**src/rtl/coal_pkg.sv**
```systemverilog
package coal_pkg;
    localparam int CFG_W     = 32;
    localparam int LAT_W     = 16;
    localparam int CNT_W     = 9;
    localparam int LAT_LSB   = 0;
    localparam int CNT_LSB   = 16;
    localparam int USED_W    = CNT_LSB + CNT_W;
    localparam logic [CFG_W-1:0] CFG_MASK = CFG_W'((64'd1 << USED_W) - 64'd1);

    typedef struct packed {
        logic [CNT_W-1:0] cnt;
        logic [LAT_W-1:0] tmr;
        logic             run;
        logic             irq;
    } win_state_t;
endpackage

```
**src/rtl/coal_tick_div.sv**
```systemverilog
module coal_tick_div #(
    parameter int TICK_DIV = 13
) (
    input  logic clk,
    input  logic rst_n,
    output logic tick_o
);
    generate
        if (TICK_DIV <= 1) begin : g_pass
            assign tick_o = 1'b1;
        end else begin : g_div
            localparam int DW = $clog2(TICK_DIV);
            localparam logic [DW-1:0] LAST = DW'(TICK_DIV - 1);
            logic [DW-1:0] div_d, div_q;

            always_comb begin
                div_d = (div_q == LAST) ? '0 : div_q + 1'b1;
            end

            always_ff @(posedge clk or negedge rst_n) begin
                if (!rst_n) div_q <= '0;
                else        div_q <= div_d;
            end

            assign tick_o = (div_q == LAST);

            AST_TICK_SPACING: assert property (@(posedge clk) disable iff (!rst_n)
                tick_o |=> !tick_o);
        end
    endgenerate
endmodule

```
**src/rtl/coal_cfg_reg.sv**
```systemverilog
module coal_cfg_reg
    import coal_pkg::*;
(
    input  logic             clk,
    input  logic             rst_n,
    input  logic             we_i,
    input  logic [CFG_W-1:0] wdata_i,
    output logic [CFG_W-1:0] rdata_o,
    output logic [CNT_W-1:0] thr_o,
    output logic [LAT_W-1:0] lat_o,
    output logic             off_o
);
    logic [CFG_W-1:0] cfg_d, cfg_q;

    always_comb begin
        cfg_d = we_i ? (wdata_i & CFG_MASK) : cfg_q;
    end

    always_ff @(posedge clk or negedge rst_n) begin
        if (!rst_n) cfg_q <= '0;
        else        cfg_q <= cfg_d;
    end

    assign rdata_o = cfg_q;
    assign thr_o   = cfg_q[CNT_LSB +: CNT_W];
    assign lat_o   = cfg_q[LAT_LSB +: LAT_W];
    assign off_o   = (cfg_q == '0);

    AST_CFG_WRITE: assert property (@(posedge clk) disable iff (!rst_n)
        we_i |=> rdata_o[USED_W-1:0] == $past(wdata_i[USED_W-1:0]));
    AST_CFG_RSVD: assert property (@(posedge clk) disable iff (!rst_n)
        we_i |=> rdata_o[CFG_W-1:USED_W] == '0);
    AST_CFG_HOLD: assert property (@(posedge clk) disable iff (!rst_n)
        !we_i |=> $stable(rdata_o));
endmodule

```
**src/rtl/coal_window.sv**
```systemverilog
module coal_window
    import coal_pkg::*;
(
    input  logic             clk,
    input  logic             rst_n,
    input  logic             cmpl_i,
    input  logic             ack_i,
    input  logic             tick_i,
    input  logic [CNT_W-1:0] thr_i,
    input  logic [LAT_W-1:0] lat_i,
    input  logic             off_i,
    output logic             irq_o
);
    win_state_t st_d, st_q;
    logic cnt_hit, tmr_hit, fire;

    always_comb begin
        st_d = st_q;
        if (ack_i) begin
            st_d.irq = 1'b0;
            st_d.cnt = CNT_W'(cmpl_i);
            st_d.run = cmpl_i;
            st_d.tmr = '0;
        end else begin
            if (cmpl_i && st_q.cnt == '0) begin
                st_d.run = 1'b1;
                st_d.tmr = '0;
            end else if (st_q.run && tick_i && st_q.tmr != '1) begin
                st_d.tmr = st_q.tmr + 1'b1;
            end
            if (cmpl_i && st_q.cnt != '1) begin
                st_d.cnt = st_q.cnt + 1'b1;
            end
        end
        cnt_hit = (thr_i != '0) && (st_d.cnt >= thr_i);
        tmr_hit = (lat_i != '0) && st_d.run && (st_d.tmr >= lat_i);
        fire    = off_i ? cmpl_i : (cnt_hit || tmr_hit);
        if (fire) st_d.irq = 1'b1;
    end

    always_ff @(posedge clk or negedge rst_n) begin
        if (!rst_n) st_q <= '0;
        else        st_q <= st_d;
    end

    assign irq_o = st_q.irq;

    AST_OFF_PASS: assert property (@(posedge clk) disable iff (!rst_n)
        (off_i && cmpl_i) |=> irq_o);
    AST_CNT_FIRE: assert property (@(posedge clk) disable iff (!rst_n)
        (!ack_i && !off_i && thr_i != '0 && st_q.cnt >= thr_i) |=> irq_o);
    AST_TMR_FIRE: assert property (@(posedge clk) disable iff (!rst_n)
        (!ack_i && !off_i && lat_i != '0 && st_q.run && st_q.tmr >= lat_i) |=> irq_o);
    AST_IRQ_STICKY: assert property (@(posedge clk) disable iff (!rst_n)
        (irq_o && !ack_i) |=> irq_o);
    AST_ACK_CLEARS: assert property (@(posedge clk) disable iff (!rst_n)
        (ack_i && !cmpl_i) |=> (!irq_o && st_q.cnt == '0 && !st_q.run));
    AST_ACK_NEXT_WIN: assert property (@(posedge clk) disable iff (!rst_n)
        (ack_i && cmpl_i) |=> (st_q.cnt == CNT_W'(1) && st_q.run));
endmodule

```
**src/rtl/coal_irq_ctrl.sv**
```systemverilog
module coal_irq_ctrl
    import coal_pkg::*;
#(
    parameter int TICK_DIV = 13
) (
    input  logic        clk,
    input  logic        rst_n,
    input  logic        cmpl_i,
    input  logic        ack_i,
    input  logic        cfg_we_i,
    input  logic [31:0] cfg_wdata_i,
    output logic [31:0] cfg_rdata_o,
    output logic        irq_o
);
    logic             tick;
    logic [CNT_W-1:0] thr;
    logic [LAT_W-1:0] lat;
    logic             off;

    coal_tick_div #(.TICK_DIV(TICK_DIV)) i_div (
        .clk    (clk),
        .rst_n  (rst_n),
        .tick_o (tick)
    );

    coal_cfg_reg i_cfg (
        .clk     (clk),
        .rst_n   (rst_n),
        .we_i    (cfg_we_i),
        .wdata_i (cfg_wdata_i),
        .rdata_o (cfg_rdata_o),
        .thr_o   (thr),
        .lat_o   (lat),
        .off_o   (off)
    );

    coal_window i_win (
        .clk    (clk),
        .rst_n  (rst_n),
        .cmpl_i (cmpl_i),
        .ack_i  (ack_i),
        .tick_i (tick),
        .thr_i  (thr),
        .lat_i  (lat),
        .off_i  (off),
        .irq_o  (irq_o)
    );
endmodule

```
**config.mk**
```make
export PLATFORM = sky130hd
export DESIGN_NAME = coal_irq_ctrl
export DESIGN_NICKNAME = d
export VERILOG_FILES = /design/src/rtl/coal_pkg.sv /design/src/rtl/coal_tick_div.sv /design/src/rtl/coal_cfg_reg.sv /design/src/rtl/coal_window.sv /design/src/rtl/coal_irq_ctrl.sv
export SDC_FILE = /design/constraint.sdc
export NUM_CORES = 1
export LEC_CHECK = 0
export ABC_AREA = 1
export BUFFER_PORTS_ARGS = -buffer_cell sky130_fd_sc_hd__buf_2
export CAP_MARGIN = 20
export CORE_ASPECT_RATIO = 1.25
export CORE_MARGIN = 2
export CORE_UTILIZATION = 60
export CTS_CLUSTER_DIAMETER = 30
export DETAILED_ROUTE_END_ITERATION = 10
export HOLD_SLACK_MARGIN = 0.03
export PLACE_DENSITY = 0.86
export SYNTH_ARGS = -nofsm -noshare
export SYNTH_HDL_FRONTEND = slang
export SYNTH_SLANG_ARGS = --single-unit
export TNS_END_PERCENT = 30
```
**constraint.sdc**
```tcl
create_clock -name clk -period 6.9 [get_ports clk]
set_clock_uncertainty 0.05 [all_clocks]
set_input_delay 1.38 -clock clk [delete_from_list [all_inputs] [get_ports clk]]
set_output_delay 1.38 -clock clk [all_outputs]
set_load 0.1 [all_outputs]
```
==> key figures, run 1 <==
Timing
  – Final Critical Period: 3.34 ns
  – Slew Viols, Final: 0
  – Worst slew margin: 49.7%
  – Fmax: 0.300 GHz
  – # setup viols final: 0
  – Unrepaired setup endpoints after global routing: no
  – Final Hold Violating Endpoints: 0
  – Sum of negative setup slack: 0 ns
  – Final period util: 48.4%
  – Worst Tran Pin Value: 0.755 ns

Detailed routing
  – Iter 0 DRT Violations: 190
  – Avg WL per Cell: 13.1 um
  – Number of vias per cell: 5.26
  – Routed Antenna Nets: 0
  – DRC errors left: 0
  – Drt pass-1 iters: 5
  – Routed vias: 3148
  – Total routed wirelength: 7.86 mm

Yosys
  – Synth warn: 0
  – Synth Area in Simple Gates: 28.3%
  – Library cells used by synthesis: 33
  – Seq/Total Area, Yosys: 39.4%
  – Mapped Cells: 479
  – Top post-synthesis cells by area: dfrtp_1 39%, nand2_1 13%, ha_1 11%
  – Synth Area in XOR/XNOR: 0.986%
  – Post-Syn Area: 3550 um^2
  – Synth top area share: 39.4%
  – Syn Area/Cell: 7.42 um^2
  – Yosys top cell by area: dfrtp_1
  – Largest family of logic cells by synthesized area: simple AND/OR/NAND/NOR gates
  – Seq cells post-synth: 56
  – Compound-Gate Fraction of Synth Area: 8.80%
  – Adder-cell share of the synthesized area: 10.9%
  – Post-synthesis mux area share: 0%

Run
  – Max cap viols: 0

Clock tree
  – Clk slew on worst S/H paths: 0.09 ns
  – H-tree Lvls: 2
  – Post-CTS Setup Bufs: 0
  – Clock sink count: 56
  – Clock buffer depth: 2
  – Cts repair resizes: 0
  – Cts hold-fix bufs: 0
  – Clock buffers created by TritonCTS: 5
  – Clock latency on the worst-skew pair: 0.31 ns
  – CTS root buf: clkbuf_8
  – CTS tree: yes

Global route
  – GRT Max-Usage Layer: met2
  – First-pass GRT wire length: 13.3 mm
  – Met2 Resource Use GR: 46.1%
  – Met3 usage: 3.48%
  – Met1 usage: 29.0%
  – Vias in the first global route: 3156
  – Gr ovfl total: 0
  – Initial antenna violation count: 0
  – Global Route Usage Sum: 25.3%
  – Largest net degree at the start of global routing: 57

Floorplan
  – Rows: 31
  – Die X: 72.8 um
  – Starting density of the core: 61.5%
  – Height of the die: 90.1 um
  – Core area: 5780 um^2
  – Die area: 6560 um^2
  – # IOs: 70

Worst setup path
  – CP endpoint kind: flop
  – CP Class: primary input to flop
  – Startpoint class of the critical path: primary input
  – Worst path required time: 7.04 ns
  – Crit path max fanout: 11
  – Crit path DAT: 3.48 ns

Placement
  – I/O Buffers: 55
  – HPWL after DPL: 6.06 mm
  – Gpl congestion: 0.837

Finish
  – Layout cells sized above 1: 15.2%
  – Layout filler cell count: 488
  – Diode count: 0
  – Nets: 600
  – Final Core Density: 68.0%
  – Area growth from synthesis to layout: 10.6%

Worst hold path
  – Worst Hold Class: flop to flop

Power and ir drop
  – P per Cell Area: 196 nW/um^2
  – Leak: 2.13 nW
  – Peak VDD IR: 0.113 mV

Status
  – Status: finished clean
-- critical path, stage by stage --
cell and delay, ns:
buf_2 0.15, nand2_1 0.08, nor2_1 0.04, nand3_1 0.11
nand2_1 0.15, inv_1 0.32, nand2_1 0.09, a21oi_1 0.23
ha_1 0.28, nand2_1 0.06, inv_1 0.04, nand2_1 0.07
nand2_1 0.06, nor2_1 0.09, nand2_1 0.06, nand2_1 0.08
nand2_1 0.06, nand2_1 0.07, nand3_1 0.06
-- state kept, by name (all words and copies together), names as in the netlist --
name and cells:
i_win.st_q 26, i_cfg.rdata_o 25, i_win.irq_o 1, i_div.g_div.div_q 4
-- cells in the final DEF, fill, tap and decap left out --
| cell type | n |
|---|---|
| o21ai_2 | 2 |
| buf_4 | 1 |
| ha_1 | 31 |
| nor2_4 | 3 |
| and2_2 | 1 |
| nor4_1 | 1 |
| nor2_2 | 4 |
| a21o_1 | 1 |
| nand2_1 | 124 |
| nor3_1 | 7 |
| nand2_2 | 2 |
| nand3_1 | 23 |
| o21ai_0 | 31 |
| or2_2 | 1 |
| nand3_2 | 3 |
| buf_2 | 55 |
| nand3b_1 | 1 |
| xnor2_1 | 3 |
| a211oi_1 | 1 |
| nor2_1 | 48 |
| and3_1 | 2 |
| conb_1 | 7 |
| nand4_1 | 11 |
| inv_2 | 1 |
| o21bai_1 | 1 |
| o21a_1 | 1 |
| o21ai_1 | 1 |
| clkinv_2 | 2 |
| clkbuf_8 | 6 |
| dfrtp_1 | 56 |
| xor2_1 | 1 |
| inv_1 | 80 |
| a21oi_1 | 21 |
-- synth_stat cells, drive strengths merged --
library cell  count
nand2           126
inv              81
dfrtp            56
nor2             55
o21ai            34
ha               31
nand3            26
a21oi            21
buf              11
nand4            11
nor3              7
clkbuf            5
xnor2             3
and3              2
a211oi            1
a21o              1
and2              1
conb              1
nand3b            1
nor4              1
o21a              1
o21bai            1
or2               1
xor2              1
-- worst paths after layout --
path	start	end	slack, ns	depth (start not counted)
setup / recovery	cmpl_i	i_win.irq_o$_DFFE_PN0P_	3.56	19
hold / removal	i_cfg.rdata_o[17]$_DFFE_PN0P_	i_cfg.rdata_o[17]$_DFFE_PN0P_	0.53	2
setup reg to reg	i_win.st_q[19]$_DFF_PN0_	i_win.irq_o$_DFFE_PN0P_	3.85	17
hold reg to reg	i_cfg.rdata_o[17]$_DFFE_PN0P_	i_cfg.rdata_o[17]$_DFFE_PN0P_	0.53	2
max in group asynchronous	rst_n	i_div.g_div.div_q[1]$_DFF_PN0_	5.19	2
min in group asynchronous	rst_n	i_win.st_q[3]$_DFF_PN0_	1.15	2
-- area by class of cell --
class | count | area (um^2) | share of cell area [%]
clock buffers | 6 | 82.6 | 2.10
clock inverters | 2 | 10.0 | 0.255
inverters | 81 | 304 | 7.73
multi-input cells | 332 | 1770 | 45.0
flip-flops and latches | 56 | 1400 | 35.6
well taps | 66 | 82.6 | 2.10
repair buffers | 56 | 283 | 7.19
-- where the power goes --
part | leakage [nW] | switching, mW | internal, mW | total [mW]
Sequential | 0.718 | 0.00931 | 0.344 | 0.354
Combinational | 1.36 | 0.189 | 0.0404 | 0.230
Clock | 0.0510 | 0.105 | 0.0804 | 0.186
Total | 2.13 | 0.304 | 0.465 | 0.769
-- kinds of logic (layout without fill, tap and decap cells) --
logic type,Yosys count,after routing
compound gates,59,59
xor+xnor,4,4
fa+ha+maj,31,31
buf+inv,97,145
flops,56,56
other cells,1,7
simple gates,231,231
-- stage by stage --
step                hold slack [ns]  total power, mW  cells  setup slack, ns  cell area [um^2]
global placement              0.494            0.584    591             3.33              3840
floorplan                     0.470            0.543    485             3.77              3580
CTS                           0.540            0.774    599             3.58              3930
global route                  0.559            0.803    599             3.36              3930
detailed placement            0.516            0.590    591             3.27              3840
finish                        0.532            0.769    599             3.56              3930
-- layer usage --
layer,vias to the layer above,wire (um)
li1,1600,-
met1,1449,3140
met2,79,4280
met3,20,277
met4,0,161
met5,-,0
Power figures use the tool's default switching activity.
==> run 2, diff against run 1 <==
- ABC_AREA: 1 -> 0
- CORE_UTILIZATION: 60 -> 55
- PLACE_DENSITY: 0.86 -> 0.81
- clock period: 6.9 -> 3.07 ns (I/O delays scaled with it)
==> run 2 against run 1 <==
Design area is 0.29% lower. Flip-flop and latch count stayed put. Sequential power is 130% higher. Highest routed layer unchanged. Wire length is 3.9% lower. Core utilization is 0.73 points higher. Power is 120% higher. Largest cell class unchanged.
==> key figures, run 2 <==
Status
  – Status: finished clean

Finish
  – Area growth from synthesis to layout: 22.6%
  – Diode count: 0 (unchanged)
  – Commonest non-fill, non-tap cell in the layout: dfrtp_1
  – Layout cells sized above 1: 27.4% (+12 points)
  – Nets: 494 (-18%)
  – Final Core Density: 68.8% (+0.73 points)
  – Biggest register: i_win.st_q
  – Design area: 3920 um^2 (-0.29%)
  – Largest register FFs: 26 (unchanged)
  – Most frequent cells in the layout: 56 x dfrtp_1, 55 x buf_2, 37 x nand2_1, 33 x inv_1, 28 x o21ai_0
  – Non-Filler Instances: 493 (-18%)

Worst setup path
  – Crit path DAT: 3.22 ns (-0.26 ns)
  – Crit-path slowest cell: or4_4
  – CP endpoint kind: flop
  – Worst path top cell family by delay: simple AND/OR/NAND/NOR gates
  – Max stage delay on crit path: 0.57 ns (+0.25 ns)
  – CP Class: flop to flop
  – Buf/Inv on CP: 1 (-2)
  – CP cell instances: inv_2, ha_4, and4_4, nand3_4, or4_4, or4_4, nand2_2, ha_4, nand4_1, a31oi_1, a211oi_1, o211ai_1
  – Worst path required time: 3.22 ns (-3.82 ns)
  – Startpoint class of the critical path: flop
  – Crit path max fanout: 5 (-6)

Timing
  – Final Hold Violating Endpoints: 0 (unchanged)
  – Sum of negative setup slack: 0 ns (unchanged)
  – Slew Viols, Final: 0 (unchanged)
  – # setup viols final: 0 (unchanged)
  – Unrepaired setup endpoints after global routing: yes
  – PnR worst setup slack: 0.00318 ns (-3.56 ns)
  – Final Critical Period: 3.07 ns
  – Final period util: 99.9%
  – Fmax: 0.326 GHz

Yosys
  – Mapped Cells: 345 (-28%)
  – Seq/Total Area, Yosys: 43.8% (+4.4 points)
  – Async S/R FF share, synth: 100% (unchanged)
  – Top_reg_cell synth: dfrtp_1
  – Commonest cells in the netlist: 56 x dfrtp_1, 40 x nand2_1, 35 x inv_1
  – Library cells used by synthesis: 41 (+24%)
  – Synth top area share: 43.8% (+4.4 points)
  – Seq cells post-synth: 56 (unchanged)
  – Post-Syn Area: 3200 um^2 (-10%)
  – Top post-synthesis cells by area: dfrtp_1 44%, ha_1 12%, o21ai_0 4.9%
  – Synth warn: 0 (unchanged)
  – Post-synth EDFFs: 0 (unchanged)
  – Syn Area/Cell: 9.27 um^2 (+25%)
  – Yosys top cell by area: dfrtp_1
  – Most frequent cell after synthesis: dfrtp_1

Placement
  – Dpl ws: -0.0475 ns (-3.32 ns)
  – Placed Area: 3630 um^2 (-5.4%)
  – HPWL after DPL: 5.58 mm (-7.9%)
  – Dpl cells: 475 (-20%)
  – Gpl congestion: 0.859 (+2.6%)
  – I/O Buffers: 55 (unchanged)

Power and ir drop
  – P per Cell Area: 437 nW/um^2 (+120%)
  – Leak: 1.91 nW (-10%)
  – Peak VDD IR: 0.370 mV (+230%)

Floorplan
  – Die area: 6440 um^2 (-1.8%)
  – Starting density of the core: 56.1% (-5.4 points)
  – Core area: 5700 um^2 (-1.3%)
  – Height of the die: 89.2 um (-0.91%)
  – Die X: 72.2 um (-0.90%)
  – # IOs: 70 (unchanged)
  – Rows: 31 (unchanged)

Detailed routing
  – Routed vias: 2703 (-14%)
  – Routed Antenna Nets: 0 (unchanged)
  – DRC errors left: 0 (unchanged)
  – Number of vias per cell: 5.48 (+4.3%)
  – Drt pass-1 iters: 4 (-1)
  – Total routed wirelength: 7.55 mm (-3.9%)
  – Iter 0 DRT Violations: 116 (-39%)
  – Avg WL per Cell: 15.3 um (+17%)

Clock tree
  – Clock buffers created by TritonCTS: 5 (unchanged)
  – Clock sink count: 56 (unchanged)
  – Cts hold-fix bufs: 0 (unchanged)
  – H-tree Lvls: 2 (unchanged)
  – Clock buffer depth: 2 (unchanged)
  – CTS root buf: clkbuf_8
  – CTS tree: yes
  – Clk slew on worst S/H paths: 0.10 ns (about the same)
  – Clock latency on the worst-skew pair: 0.32 ns (about the same)

Global route
  – Vias in the first global route: 2708 (-14%)
  – Initial antenna violation count: 0 (unchanged)
  – Global Route Usage Sum: 25.1% (-0.21 points)
  – Largest net degree at the start of global routing: 48 (-16%)
  – First-pass GRT wire length: 12.6 mm (-5.4%)
  – Gr ovfl total: 0 (unchanged)

Worst hold path
  – Worst Hold Class: primary input to asynchronous set/reset pin

Run
  – Max cap viols: 0 (unchanged)
-- run 2: cell count changes in the layout (fill, tap and decap cells not counted), sizes merged, moves of 7 or more --
cell,before,now
buf,56,83
a21oi,21,13
nand2,126,40
nand3,26,9
inv,81,35
nor4,1,9
xnor2,3,10
nor2,55,28
-- run 2: worst reg2reg max path, stage by stage (launching register included) --
cell,delay (ns)
dfrtp_1,0.40
inv_2,0.08
ha_4,0.15
and4_4,0.25
nand3_4,0.09
or4_4,0.57
or4_4,0.44
nand2_2,0.12
ha_4,0.21
nand4_1,0.15
a31oi_1,0.08
a211oi_1,0.24
o211ai_1,0.11
-- run 2: cell type report --
| class | count | area [um^2] |
|---|---|---|
| fillers | 442 | 1780 |
| flip-flops and latches | 56 | 1400 |
| clock buffers | 8 | 90.1 |
| multi-input cells | 245 | 1720 |
| well taps | 66 | 82.6 |
| repair buffers | 83 | 498 |
| inverters | 35 | 131 |
-- run 2: power breakdown --
| part | internal [mW] | switching, mW |
|---|---|---|
| clock network | 0.185 | 0.243 |
| registers | 0.772 | 0.0302 |
| logic | 0.0961 | 0.389 |
| total | 1.05 | 0.662 |
-- run 2: worst paths after layout --
| kind | slack (ns) | end | start | cells past startpoint |
|---|---|---|---|---|
| setup / recovery | 0.003 | i_win.irq_o$_DFFE_PN0P_ | i_div.g_div.div_q[1]$_DFF_PN0_ | 12 |
| hold / removal | 0.17 | i_cfg.rdata_o[23]$_DFFE_PN0P_ | rst_n | 1 |
| setup reg to reg | 0.003 | i_win.irq_o$_DFFE_PN0P_ | i_div.g_div.div_q[1]$_DFF_PN0_ | 12 |
| hold reg to reg | 0.49 | i_div.g_div.div_q[3]$_DFF_PN0_ | i_div.g_div.div_q[3]$_DFF_PN0_ | 1 |
| max in group asynchronous | 2.29 | i_win.st_q[10]$_DFF_PN0_ | rst_n | 2 |
| min in group clk | 0.44 | i_cfg.rdata_o[1]$_DFFE_PN0P_ | cfg_wdata_i[1] | 3 |
-- run 2: cell families after synthesis --
group,share of synthesized area [%]
other,0.117
xor gates and xnor gates,4.11
and+or+nand+nor,19.3
adders and majority gates,12.1
DFF,43.8
buffers and inverters,6.69
AOI/OAI and AO/OA,12.2
muxes,1.64
-- run 2: repair_timing --
item / CTS / global route
hold endpoints to repair: 0 / 0
gates resized for setup: 4 / 23
setup buffers: 1 / 8
pin swaps: 1 / 11
endpoints found under the setup margin: 1 / 1
-- run 2: metrics by stage --
stage                     hold WS, ns  power (mW)
after detailed placement        0.429        1.29
after CTS                       0.448        1.70
after global routing            0.195        1.78
after global placement          0.425        1.28
after floorplan                 0.268        1.18
final                           0.169        1.71
-- run 2: per-layer routing --
layer	track usage (%)	share of wire, %	up-vias
li1	-	-	1348
met1	32.1	43	1260
met2	43.2	50	81
met3	4.40	5.1	14
met4	8.06	2.3	0
met5	0	0	-
==> run 3, diff against run 2 <==
- SETUP_SLACK_MARGIN: not set -> 0.4
==> run 3 against run 2 <==
Sequential power is essentially flat. Critical path type unchanged. Highest routed layer unchanged. Non-clock buffer count up 6. Largest cell class unchanged. Largest power group unchanged. Clock power is 14% higher. Global-route usage decreased by 0.72 points.
==> key figures, run 3 (synthesis gave the netlist of run 2 again) <==
Status
  – Status: finished clean

Floorplan
  – Core area: 5700 um^2 (unchanged)
  – Die area: 6440 um^2 (unchanged)
  – Rows: 31 (unchanged)
  – Height of the die: 89.2 um (unchanged)
  – # IOs: 70 (unchanged)
  – Die X: 72.2 um (unchanged)
  – Starting density of the core: 56.1% (unchanged)

Timing
  – Fmax: 0.326 GHz (about the same)
  – Worst Tran Pin Value: 0.791 ns
  – Worst slew margin: 47.2%
  – Final Hold Violating Endpoints: 0 (unchanged)
  – # setup viols final: 0 (unchanged)
  – Sum of negative setup slack: 0 ns (unchanged)
  – Final period util: 99.9% (about the same)
  – Unrepaired setup endpoints after global routing: yes
  – Final Critical Period: 3.07 ns (+0.00144 ns)
  – Slew Viols, Final: 0 (unchanged)

Global route
  – Vias in the first global route: 2655 (-2.0%)
  – Global Route Usage Sum: 24.4% (-0.72 points)
  – Gr ovfl total: 0 (unchanged)
  – First-pass GRT wire length: 12.2 mm (-3.2%)
  – Largest net degree at the start of global routing: 36 (-25%)
  – Initial antenna violation count: 0 (unchanged)

Worst setup path
  – RR Startpoint: i_win.st_q[3]$_DFF_PN0_
  – Crit path DAT: 3.26 ns (+0.04 ns)
  – CP endpoint kind: flop
  – Worst path required time: 3.26 ns (+0.04 ns)
  – Worst path top cell family by delay: simple AND/OR/NAND/NOR gates
  – FF-to-FF End: i_win.irq_o$_DFFE_PN0P_
  – Crit-path slowest cell: or4_4
  – Max stage delay on crit path: 0.57 ns (about the same)
  – Startpoint class of the critical path: flop
  – CP cell instances: ha_2, nand3_2, nor4_4, buf_4, or4_4, buf_6, xor2_2, nor2_2, ha_1, nand4_1, a21o_1, a31oi_1, a211oi_2, o211ai_1
  – Crit path max fanout: 5 (unchanged)
  – CP Class: flop to flop
  – Register-to-Register Path Depth: 14 (+2)
  – Buf/Inv on CP: 2 (+1)
  – Reg2Reg Setup Slack: 0.002 ns (about the same)

Finish
  – Area growth from synthesis to layout: 27.2%
  – Reg area: 1400 um^2 (about the same)
  – Layout cells sized above 1: 31.6% (+4.2 points)
  – Design area: 4070 um^2 (+3.8%)
  – Biggest register: i_win.st_q
  – Layout filler cell count: 414 (-6.3%)
  – Nets: 500 (+1.2%)
  – Largest register FFs: 26 (unchanged)
  – Diode count: 0 (unchanged)
  – Most frequent cells in the layout: 55 x dfrtp_1, 55 x buf_2, 38 x nand2_1, 33 x inv_1, 30 x buf_4
  – Multi-input gate area: 1790 um^2 (+4.5%)

Power and ir drop
  – Peak VDD IR: 0.392 mV (+5.9%)
  – Leak: 1.95 nW (+1.8%)
  – P per Cell Area: 436 nW/um^2 (-0.24%)

Clock tree
  – Clock sink count: 56 (unchanged)
  – H-tree Lvls: 2 (unchanged)
  – Clock latency on the worst-skew pair: 0.31 ns (about the same)
  – CTS tree: yes
  – Clock buffers created by TritonCTS: 5 (unchanged)
  – CTS root buf: clkbuf_8
  – Clk slew on worst S/H paths: 0.11 ns (about the same)
  – Clock buffer depth: 2 (unchanged)

Detailed routing
  – Drt pass-1 iters: 4 (unchanged)
  – Total routed wirelength: 8.11 mm (+7.4%)
  – DRC errors left: 0 (unchanged)
  – Routed Antenna Nets: 0 (unchanged)
  – Avg WL per Cell: 16.2 um (+6.1%)
  – Number of vias per cell: 5.73 (+4.4%)
  – Routed vias: 2857 (+5.7%)
  – Iter 0 DRT Violations: 167 (+44%)

Placement
  – HPWL after DPL: 5.41 mm (-3.0%)
  – Gpl congestion: 0.814 (-5.2%)
  – Placed Area: 3590 um^2 (-1.2%)
  – I/O Buffers: 55 (unchanged)

Worst hold path
  – Worst Hold Class: primary input to asynchronous set/reset pin

Run
  – Max cap viols: 0 (unchanged)
[run 3: final cells by class]
type | count | share of cell area [%]
multi-input combinational | 245 | 44.1
sequential | 56 | 34.5
timing repair buffer | 89 | 13.4
inverter | 35 | 3.23
tap | 66 | 2.03
clock buffer | 5 | 1.69
clock inverter | 3 | 1.05
[run 3: through the flow]
| stage | hold slack, ns | power, mW | util [%] | std cells | setup slack [ns] |
|---|---|---|---|---|---|
| after floorplan | 0.268 | 1.18 | - | 351 | 0.274 |
| after global placement | 0.420 | 1.28 | 62.9 | 468 | 0.0674 |
| after detailed placement | 0.430 | 1.29 | 62.9 | 468 | -0.0213 |
| after CTS | 0.350 | 1.77 | 67.0 | 488 | 0.0799 |
| after global routing | 0.381 | 1.84 | 71.3 | 499 | -0.123 |
| final | 0.328 | 1.77 | 71.3 | 499 | 0.00174 |
[run 3: worst max path at each step]
stage | start | to | slack, ns | cells after the start
2_1_floorplan | i_div.g_div.div_q[0]$_DFF_PN0_ | i_win.irq_o$_DFFE_PN0P_ | 0.27 | 12
3_3_place_gp | cmpl_i | i_win.irq_o$_DFFE_PN0P_ | 0.07 | 11
3_5_place_dp | i_win.st_q[2]$_DFF_PN0_ | i_win.irq_o$_DFFE_PN0P_ | -0.02 | 12
4_1_cts | i_div.g_div.div_q[0]$_DFF_PN0_ | i_win.irq_o$_DFFE_PN0P_ | 0.08 | 13
5_1_grt | i_win.st_q[3]$_DFF_PN0_ | i_win.irq_o$_DFFE_PN0P_ | -0.12 | 14
6_report | i_win.st_q[3]$_DFF_PN0_ | i_win.irq_o$_DFFE_PN0P_ | 0.002 | 14
[run 3: metal layers]
| layer | global-route usage, % | vias to the layer above | part of all wire (%) |
|---|---|---|---|
| li1 | - | 1355 | - |
| met1 | 32.1 | 1375 | 42 |
| met2 | 41.0 | 106 | 50 |
| met3 | 3.95 | 21 | 5.3 |
| met4 | 8.40 | 0 | 2.6 |
| met5 | 0 | - | 0 |
[run 3: where the power goes]
| group | switching, mW | internal [mW] | total (mW) |
|---|---|---|---|
| registers | 0.0312 | 0.772 | 0.803 |
| logic | 0.391 | 0.0936 | 0.485 |
| clock network | 0.245 | 0.242 | 0.487 |
| total | 0.668 | 1.11 | 1.77 |
[run 3: repair_timing]
item | CTS | global route
setup buffers | 12 | 11
pin swaps | 12 | 22
setup endpoints to repair | 1 | 1
resized for setup | 10 | 38
hold buffers | 0 | 0
[run 3: worst register-to-register path: stages (launching register included)]
cell and delay (ns):
dfrtp_1 0.40, ha_2 0.22, nand3_2 0.10, nor4_4 0.04
buf_4 0.16, or4_4 0.57, buf_6 0.14, xor2_2 0.14
nor2_2 0.06, ha_1 0.30, nand4_1 0.14, a21o_1 0.20
a31oi_1 0.24, a211oi_2 0.07, o211ai_1 0.17
